**src/rtl/bus_glue_ctl.sv**
```systemverilog
module bus_glue_ctl #(
  parameter int TIMEOUT = 64,
  parameter int DIV_A   = 13,
  parameter int DIV_B   = 4,
  parameter int WS_W    = 2
) (
  input  logic            clk,
  input  logic            rst_n,
  input  logic [23:1]     addr,
  input  logic            as_n,
  input  logic            uds_n,
  input  logic            lds_n,
  input  logic            rw,
  input  logic [WS_W-1:0] wait_cfg,
  output logic            flash_cs_even_n,
  output logic            flash_cs_odd_n,
  output logic            flash_oe_n,
  output logic            sram_cs_even_n,
  output logic            sram_cs_odd_n,
  output logic            sram_oe_n,
  output logic            sram_we_even_n,
  output logic            sram_we_odd_n,
  output logic            in_port_sel_n,
  output logic            out_port_sel_n,
  output logic            uart_sel_n,
  output logic            dtack_n,
  output logic            berr_n,
  output logic            uart_clk_en
);
  localparam int CW = $clog2(TIMEOUT + 1);
  localparam int AW = $clog2(DIV_A);
  localparam int BW = (DIV_B > 1) ? $clog2(DIV_B) : 1;

  logic as, ev, od;
  logic in_flash, in_sram, in_inp, in_outp, in_uart, hit;

  assign as = ~as_n;
  assign ev = as & ~uds_n;
  assign od = as & ~lds_n;

  assign in_flash = (addr[23:19] == 5'b00000);
  assign in_sram  = (addr[23:19] == 5'b00010);
  assign in_inp   = (addr[23:20] == 4'h6);
  assign in_outp  = (addr[23:20] == 4'h7);
  assign in_uart  = (addr[23:20] == 4'h8);
  assign hit      = in_flash | in_sram | in_inp | in_outp | in_uart;

  assign flash_cs_even_n = ~(ev & in_flash);
  assign flash_cs_odd_n  = ~(od & in_flash);
  assign flash_oe_n      = ~(as & in_flash & rw);
  assign sram_cs_even_n  = ~(ev & in_sram);
  assign sram_cs_odd_n   = ~(od & in_sram);
  assign sram_oe_n       = ~(as & in_sram & rw);
  assign sram_we_even_n  = ~(ev & in_sram & ~rw);
  assign sram_we_odd_n   = ~(od & in_sram & ~rw);
  assign in_port_sel_n   = ~(od & in_inp);
  assign out_port_sel_n  = ~(od & in_outp);
  assign uart_sel_n      = ~(od & in_uart);

  logic [CW-1:0] low_cnt;

  always_ff @(posedge clk or negedge rst_n) begin
    if (!rst_n) begin
      low_cnt <= '0;
      dtack_n <= 1'b1;
      berr_n  <= 1'b1;
    end else if (as_n) begin
      low_cnt <= '0;
      dtack_n <= 1'b1;
      berr_n  <= 1'b1;
    end else begin
      if (low_cnt != CW'(TIMEOUT))
        low_cnt <= low_cnt + 1'b1;
      if (hit && (low_cnt >= CW'(wait_cfg)))
        dtack_n <= 1'b0;
      if (low_cnt == CW'(TIMEOUT - 1))
        berr_n <= 1'b0;
    end
  end

  logic [AW-1:0] div_a;
  logic [BW-1:0] div_b;
  logic          a_wrap;

  assign a_wrap = (div_a == AW'(DIV_A - 1));

  always_ff @(posedge clk or negedge rst_n) begin
    if (!rst_n) begin
      div_a <= '0;
      div_b <= '0;
    end else begin
      div_a <= a_wrap ? '0 : div_a + 1'b1;
      if (a_wrap)
        div_b <= (div_b == BW'(DIV_B - 1)) ? '0 : div_b + 1'b1;
    end
  end

  assign uart_clk_en = a_wrap && (div_b == BW'(DIV_B - 1));

  AST_DTACK_NEEDS_HIT: assert property (@(posedge clk) disable iff (!rst_n)
    $fell(dtack_n) |-> $past(!as_n && hit));
  AST_DTACK_RELEASE: assert property (@(posedge clk) disable iff (!rst_n)
    $past(as_n) |-> (dtack_n && berr_n));
  AST_BERR_HOLD: assert property (@(posedge clk) disable iff (!rst_n)
    (!berr_n && !as_n) |=> !berr_n);
  AST_ONE_REGION: assert property (@(posedge clk) disable iff (!rst_n)
    $onehot0({~flash_oe_n | ~flash_cs_odd_n | ~flash_cs_even_n,
              ~sram_oe_n | ~sram_we_even_n | ~sram_we_odd_n,
              ~in_port_sel_n, ~out_port_sel_n, ~uart_sel_n}));
  AST_WE_ON_WRITE: assert property (@(posedge clk) disable iff (!rst_n)
    (!sram_we_even_n || !sram_we_odd_n) |-> (!rw && sram_oe_n));
  AST_TICK_SINGLE: assert property (@(posedge clk) disable iff (!rst_n)
    uart_clk_en |=> !uart_clk_en);
endmodule

```
**config.mk**
```make
export PLATFORM = sky130hd
export DESIGN_NAME = bus_glue_ctl
export DESIGN_NICKNAME = d
export VERILOG_FILES = /design/src/rtl/bus_glue_ctl.sv
export SDC_FILE = /design/constraint.sdc
export NUM_CORES = 1
export LEC_CHECK = 0
export ABC_CLOCK_PERIOD_IN_PS = 1670
export BUFFER_PORTS_ARGS = -buffer_cell sky130_fd_sc_hd__buf_2
export CORE_MARGIN = 5
export CORE_UTILIZATION = 40
export CTS_BUF_LIST = sky130_fd_sc_hd__clkbuf_16
export CTS_CLUSTER_SIZE = 10
export DETAILED_ROUTE_END_ITERATION = 8
export PLACE_DENSITY = 0.74
export SYNTH_ARGS = -nofsm -noshare
export SYNTH_HDL_FRONTEND = slang
export SYNTH_SLANG_ARGS = --single-unit
export TNS_END_PERCENT = 50
```
**constraint.sdc**
```tcl
create_clock -name clk -period 1.67 [get_ports clk]
set_clock_uncertainty 0.2 [all_clocks]
set_input_delay 0.334 -clock clk [delete_from_list [all_inputs] [get_ports clk]]
set_output_delay 0.334 -clock clk [all_outputs]
set_load 0.02 [all_outputs]
```
==> results of run 1 <==
==> critical path, stage by stage <==
cell and delay [ps]:
sky130_fd_sc_hd__buf_6 100, sky130_fd_sc_hd__nor4_4 260, sky130_fd_sc_hd__buf_6 160, sky130_fd_sc_hd__nand3_2 70, sky130_fd_sc_hd__or2_4 240, sky130_fd_sc_hd__buf_6 130
==> cell usage after synthesis, types with 2 or more instances <==
cell,number,area (µm²)
sky130_fd_sc_hd__dfrtp_1,13,325.3
sky130_fd_sc_hd__inv_1,8,30.03
sky130_fd_sc_hd__nand2_1,8,30.03
sky130_fd_sc_hd__ha_1,7,87.58
sky130_fd_sc_hd__nand3_1,7,35.03
sky130_fd_sc_hd__a21oi_1,6,30.03
sky130_fd_sc_hd__nor2_1,6,22.52
sky130_fd_sc_hd__o21ai_0,6,30.03
sky130_fd_sc_hd__nor3_1,4,20.02
sky130_fd_sc_hd__a21o_1,2,15.01
sky130_fd_sc_hd__dfstp_2,2,52.55
sky130_fd_sc_hd__mux2i_1,2,20.02
sky130_fd_sc_hd__nand2b_1,2,12.51
sky130_fd_sc_hd__nand3b_1,2,15.01
sky130_fd_sc_hd__nand4b_1,2,17.52
sky130_fd_sc_hd__nor2b_1,2,12.51
sky130_fd_sc_hd__nor4_1,2,12.51
sky130_fd_sc_hd__or2_2,2,12.51
sky130_fd_sc_hd__or3_1,2,12.51
sky130_fd_sc_hd__xor2_1,2,17.52
==> layer usage <==
metal,track usage,vias to the layer above,part of all wire
met5,0,-,0
met4,0.09934,0,0.030
met3,0.03167,6,0.080
met2,0.2447,30,0.47
met1,0.1742,378,0.42
li1,-,424,-
==> sequential cells by signal, indices dropped and copies added, names as in the netlist <==
register and count:
berr_n 1, low_cnt 7, div_a 4, div_b 2, dtack_n 1
==> per-stage QoR <==
stage / area [µm²] / power (mW) / setup TNS (ps)
after floorplan: 922.1 / 0.4392 / -58.94
after global placement: 1151 / 0.4906 / -994.3
after detailed placement: 1151 / 0.4955 / -1248
after CTS: 1306 / 0.9750 / -1092
after global routing: 1364 / 1.022 / -1541
final: 1364 / 0.9711 / -851.5
==> logic make-up (layout without fill, tap and decap cells) <==
group / Yosys count / after routing / synth area share
adder cells (fa/ha/maj): 7 / 7 / 0.09817
XOR/XNOR: 2 / 2 / 0.01964
multiplexers: 3 / 3 / 0.03506
AND/OR/NAND/NOR: 42 / 42 / 0.2637
flip-flops: 15 / 15 / 0.4236
buffers and inverters: 9 / 51 / 0.03787
AO/OA/AOI/OAI: 18 / 18 / 0.1220
==> power by group through the flow <==
stage / Clock [mW] / Combinational [mW] / Sequential, mW
global route: 0.498 / 0.140 / 0.384
finish: 0.465 / 0.124 / 0.382
detailed placement: 0 / 0.108 / 0.387
CTS: 0.477 / 0.116 / 0.382
floorplan: 0 / 0.0494 / 0.390
global placement: 0 / 0.104 / 0.387
==> timing repair <==
item / 4_1_cts / 5_1_grt
gates resized for setup: 17 / 10
pin swaps: 4 / 3
setup endpoints to repair: 11 / 12
hold buffers: 1 / 0
buffers inserted: 1 / 2
hold endpoints to repair: 13 / 0
==> cell type report <==
class,instances,area [µm²]
fill,181,805.8
clock buffer,3,75.07
timing repair buffer,39,290.3
clock inverter,1,3.754
multi-input combinational,72,551.8
sequential,15,377.9
inverter,8,30.03
tap,28,35.03
==> path summary, 6_finish.rpt <==
check	startpoint	endpoint	slack, ps	cells past startpoint
worst max-delay path	addr[21]	sram_we_even_n	-160	6
worst min-delay path	as_n	low_cnt[2]$_DFFE_PN0P_	220	3
worst max register to register	low_cnt[2]$_DFFE_PN0P_	dtack_n$_DFFE_PN1P_	30	3
worst min register to register	div_a[0]$_DFF_PN0_	div_a[0]$_DFF_PN0_	310	1
max in group asynchronous	rst_n	berr_n$_DFFE_PN1P_	660	2
min in group asynchronous	rst_n	low_cnt[2]$_DFFE_PN0P_	310	2
==> metrics list, run 1 <==
- Internal power comes to 0.7526 mW.
* Rows: 17
- Placed Instances: between 150 and 200
* Fin nets: 177
* Net Switching: approximately 0.22 mW
- Layout overhead on the synthesized area: 52.88%
- Total routing usage reported by global routing: 0.1492
- The hold violation total from the final report came to 0.
* Switching share of power: 0.2250
* Synth async-reset ratio: 1.000
- Syn Std Cell Area: 892.1 µm²
* Total Routed Length: 2.114 mm
* Hold crit path type: input port to register
* Starting Density: 0.4112
* Proportion of power drawn by the clock network: 0.479
* Required time at the worst-slack endpoint: 1140 ps
- The first detailed-routing pass took 4 iterations.
- Cell variety after synth: 29
- Of the available clock period, the critical path in the final layout requires 1.096.
- For this block, the via count after detailed routing is 838.
- Violated checks: setup timing
* Combinational Power Share: 0.128
* Cell at the root of the clock tree: sky130_fd_sc_hd__clkbuf_16
* TritonCTS clock tree: yes
- IR analysis of the VDD net gives a maximum drop of ~0.00045 V.
- Counting flops and latches in the post-synthesis netlist gives 15.
* Post-Syn Area per Cell: 9.293 µm²
- DP Wirelength: 1.529 mm
* Dominant synthesized flop cell: sky130_fd_sc_hd__dfrtp_1
- The number of max-slew violations in the final report is 0.
* Yosys warning count: 0
- Floorplan Core Area: 0.002170 mm²
- Excluding fillers, the count of instances in the completed layout stands at 166.
- For this run, design rule violations remaining after detail routing come to 0.
- The worst setup path is launched from an input port.
* Worst setup timing slack at the placement stage: -246.3 ps
* Cell leakage power: 0.5961 nW
- Worst endpoint data arrival time: ~1300 ps
* Die Outline Area: 0.003275 mm²
- After global routing the overflow that remains totals 0.
* Most common cell after layout, fill and taps aside: sky130_fd_sc_hd__buf_2
* Register clock-pin slew on the reported worst setup and hold paths: 50 ps
- In the layout the commonest cells are sky130_fd_sc_hd__buf_2 (17), sky130_fd_sc_hd__dfrtp_1 (13), sky130_fd_sc_hd__buf_4 (11), sky130_fd_sc_hd__buf_6 (10), sky130_fd_sc_hd__nand2_1 (8).
* Critical path class: input port to output pin
- Entering global routing, the biggest net connects 16 pins.
- Antenna violations before repair: 0
- STA classifies the critical path endpoint as an output pin.
* Via density per instance: 5.048
- Along the worst path, the maximum fanout reaches 4.
- After the first detailed-routing iteration, the DRC count stood at 12.
- Across all setup checks in the final design, the least slack found is -161.1 ps.
- Unrepaired setup endpoints after global routing: true
* Via count of the first global-routing pass: between 800 and 900
- At the pin with the least slew margin, the transition time is 397.2 ps.
* Horizontal die dimension: 57.23 µm
* Final weighted congestion in routability-driven placement: 0.8604
- Number of buffers added by the clock tree synthesis step: 3
- The first global-routing pass estimated 3.801 mm of wire.
- Once layout is complete, the utilization of the core stands at 0.6286.
- In this run the number of H-tree levels came out at 1.
- In the final layout, the share of cells above drive strength 1 is 0.4130.
- Power Dens Cells: 712.1 mW/mm²
* Sequential fraction of the synthesis area: 0.4236
* Max-cap violations: 0
- Flop pwr share: 0.394
- After layout, the minimum clock period comes to ~1800 ps.
- Die span in y: 57.23 µm
- Number of nets with antenna violations after detailed routing: 0
- Timing would allow up to 0.5461 GHz.
* Worst Hold Margin: 219.6 ps
* Result of the run: finished with violations
- Dividing the detail-routed wire length by the instance count gives 12.73 µm.
- Setup violations remaining at the end of the flow were counted as 8.
* Port-buffer cells: 26
- For the worst-skew pair, the clock arrives at the later sink with an insertion delay of 250 ps.
- 45 I/O pins were placed.
- ANT cells: 0
- For this design, the sink count on the clock tree is 15.
- In this run, synthesis inferred 0 flip-flops with an integrated enable.
- Number of instances in the synthesized netlist: 96
- Relative slew slack: 0.7328
- Clock Path Buffers: 2
- Number of nets produced by synthesis: ~130
Power figures use the tool's default switching activity.
==> inputs of run 2 (changes only) <==
--- a/config.mk
+++ b/config.mk
@@ -13,6 +13,7 @@
 export CTS_CLUSTER_SIZE = 10
 export DETAILED_ROUTE_END_ITERATION = 8
 export PLACE_DENSITY = 0.74
+export REMOVE_ABC_BUFFERS = 1
 export SYNTH_ARGS = -nofsm -noshare
 export SYNTH_HDL_FRONTEND = slang
 export SYNTH_SLANG_ARGS = --single-unit
==> metrics list, run 2 (synthesis results as in run 1) <==
* Result of the run: finished with violations (unchanged)
* Violated checks: setup timing (unchanged)
- The area growth from synthesis to layout is 55.26% (was 52.88%).
- The post-route total power was 0.9684 mW (was 0.9711 mW).
* Most flop-heavy register: low_cnt (unchanged)
* Unrepaired setup endpoints after global routing: true (unchanged)
* Highest net fanout along the worst path: 4 (unchanged)
- The number of antenna violations at the first check in global routing was 0 (unchanged).
* Cell at the root of the clock tree: sky130_fd_sc_hd__clkbuf_16 (unchanged)
- Source of the worst hold timing path: as_n (unchanged)
- The final cell area excluding filler cells came to 0.001385 mm² (was 0.001364 mm²).
- The power density over cell area came to 699.2 mW/mm² (was 712.1 mW/mm²).
- Leading cell types in the layout, fill and taps excluded: sky130_fd_sc_hd__buf_2 (17), sky130_fd_sc_hd__buf_4 (16), sky130_fd_sc_hd__dfrtp_1 (13), sky130_fd_sc_hd__inv_1 (7), sky130_fd_sc_hd__buf_6 (7) (was sky130_fd_sc_hd__buf_2 (17), sky130_fd_sc_hd__dfrtp_1 (13), sky130_fd_sc_hd__buf_4 (11), sky130_fd_sc_hd__buf_6 (10), sky130_fd_sc_hd__nand2_1 (8)).
- The total core area came to 0.002170 mm² (unchanged).
* Final critical-path required period: 1863 ps (was 1831 ps)
- WL/cell: 13.78 µm (was 12.73 µm)
* H-tree levels: 1 (unchanged)
* Share of the clock period used by the worst path: 1.116 (was 1.096)
- The sequential cell area was 377.9 µm² (unchanged).
* Detailed Route Iter0 Violations: 26 (was 12)
- Endpoint kind of the worst setup timing path: output pin (unchanged)
- Relative slew slack: 0.7554 (was 0.7328)
* Clock Latency Late Sink: 240 ps (was 250 ps)
* Via density per instance: 5.201 (was 5.048)
- Final weighted congestion in routability-driven placement: 0.7770 (was 0.8604)
* Maximum number of pins on one net before global-route repair: 16 (unchanged)
- The type of origin of the critical path is an input port (unchanged).
* ANT cells: 0 (unchanged)
- The path type of the worst min-delay path is input port to register (unchanged).
* Required time at the worst-slack endpoint: 1140 ps (about the same)
- Horizontal die dimension: 57.23 µm (unchanged)
- The source of the critical timing path is addr[21] (unchanged).
* Number of buffers added by the clock tree synthesis step: 3 (unchanged)
- Via count of the first global-routing pass: 954 (was 885)
- Total Routed Length: 2.328 mm (was 2.114 mm)
- Die span in y: 57.23 µm (unchanged)
- The overflow left after global routing was 0 (unchanged).
- The number of buffers on the longest clock path is 2 (unchanged).
- Register clock-pin slew on the reported worst setup and hold paths: 50 ps (about the same)
- Critical path class: input port to output pin (unchanged)
* Most common cell after layout, fill and taps aside: sky130_fd_sc_hd__buf_2 (unchanged)
* Number of nets with antenna violations after detailed routing: 0 (unchanged)
- Via count of the routed design: 879 (was 838)
* Worst endpoint data arrival time: 1330 ps (was 1300 ps)
- Largest registers: low_cnt: 7 flops, div_a: 4 flops, div_b: 2 flops (unchanged).
- The fmax was 0.5366 GHz (was 0.5461 GHz).
- The number of max-slew violations in the final report was 0 (unchanged).
- Slew at the pin closest to its max-slew limit: 363.6 ps (was 397.2 ps)
* Area occupied by multi-input gates: 554.3 µm² (was 551.8 µm²)
* Cell area reported after detailed placement: 0.001136 mm² (was 0.001151 mm²)
- # fillers: 179 (was 181)
- # IOs: 45 (unchanged)
- The start of the worst register-to-register path is low_cnt[4]$_DFFE_PN0P_ (was low_cnt[2]$_DFFE_PN0P_).
- The final setup violation count came to 8 (unchanged).
- The clock sink total is 15 (unchanged).
* Hold Fails Final Rpt: 0 (unchanged)
- Fin nets: 180 (was 177)
- The static power due to leakage is 0.6120 nW (was 0.5961 nW).
- Peak VDD IR: 0.0004598 V (was 0.0004529 V)
- DP Wirelength: 1.659 mm (was 1.529 mm)
- Max FFs per register: 7 (unchanged)
- The first-pass GRT wire length came to 3.933 mm (was 3.801 mm).
- The initial standard-cell utilization of the core is 0.4112 (unchanged).
* Total routing usage reported by global routing: 0.1529 (was 0.1492)
- The port buffer count was 26 (unchanged).
- The CTS tree is yes (unchanged).
- Layout cell share with drive strength beyond 1: 0.4468 (was 0.4130)
- Rows: 17 (unchanged)
- Post-route DRC violation count: 0 (unchanged)
- The area of the die came to 0.003275 mm² (unchanged).
- The count of max-cap constraint violations is 0 (unchanged).
* First-pass iteration count of the detailed router: 4 (unchanged)
* Setup WS post-layout: -193.5 ps (was -161.1 ps)
## run 2: worst max-delay path, stage by stage
cell and delay (ps):
sky130_fd_sc_hd__buf_8 100, sky130_fd_sc_hd__nor4_4 270, sky130_fd_sc_hd__buf_4 180, sky130_fd_sc_hd__nand3_2 90, sky130_fd_sc_hd__or2_4 240, sky130_fd_sc_hd__buf_6 130
## run 2: routing by layer
metal | GRT usage | wire, µm | vias up
li1 | - | - | 430
met1 | 0.1474 | 856 | 411
met2 | 0.2904 | 1272 | 31
met3 | 0.04299 | 142 | 7
met4 | 0.07947 | 56 | 0
met5 | 0 | 0 | -
## run 2: cell type report
| cell class | instances | area share |
|---|---|---|
| clock inverters | 1 | 0.002710 |
| multi-input cells | 72 | 0.4002 |
| well taps | 28 | 0.02529 |
| inverters | 8 | 0.02168 |
| flip-flops and latches | 15 | 0.2728 |
| repair buffers | 42 | 0.2231 |
| clock buffers | 3 | 0.05420 |
## run 2: report_power, final
part | internal, mW | leakage [nW] | total, mW | switching (mW)
clock network | 0.317 | 0.0423 | 0.457 | 0.141
registers | 0.374 | 0.180 | 0.382 | 0.00826
logic | 0.0626 | 0.390 | 0.129 | 0.0660
## run 2: timing repair
action / 4_1_cts / 5_1_grt
endpoints found under the hold margin: 13 / 0
hold buffers: 1 / 0
pin swaps: 4 / 6
setup buffers: 3 / 1
resized for setup: 21 / 12
endpoints found under the setup margin: 12 / 12
## run 2: final timing paths
check                                          to  slack [ps]  cells after the start
min in group asynchronous      div_a[1]$_DFF_PN0_         320                      2
max in group asynchronous     dtack_n$_DFFE_PN1P_         650                      2
hold / removal             low_cnt[5]$_DFFE_PN0P_         270                      3
setup / recovery                    sram_we_odd_n        -190                      6
hold reg to reg                berr_n$_DFFE_PN1P_         310                      1
setup reg to reg              dtack_n$_DFFE_PN1P_          50                      3
## run 2: stage by stage
step | worst slack (ps) | hold slack [ps] | TNS (ps) | instances | util
after global routing | -238.4 | 313.7 | -1565 | 169 | 0.6384
after CTS | -191.3 | 259.8 | -841.9 | 168 | 0.6171
after floorplan | -337.6 | -161.6 | -808.9 | 95 | -
after detailed placement | -299.0 | 57.05 | -1515 | 160 | 0.5236
final | -193.5 | 274.2 | -946.5 | 169 | 0.6384
after global placement | -294.7 | 46.40 | -1386 | 160 | 0.5236
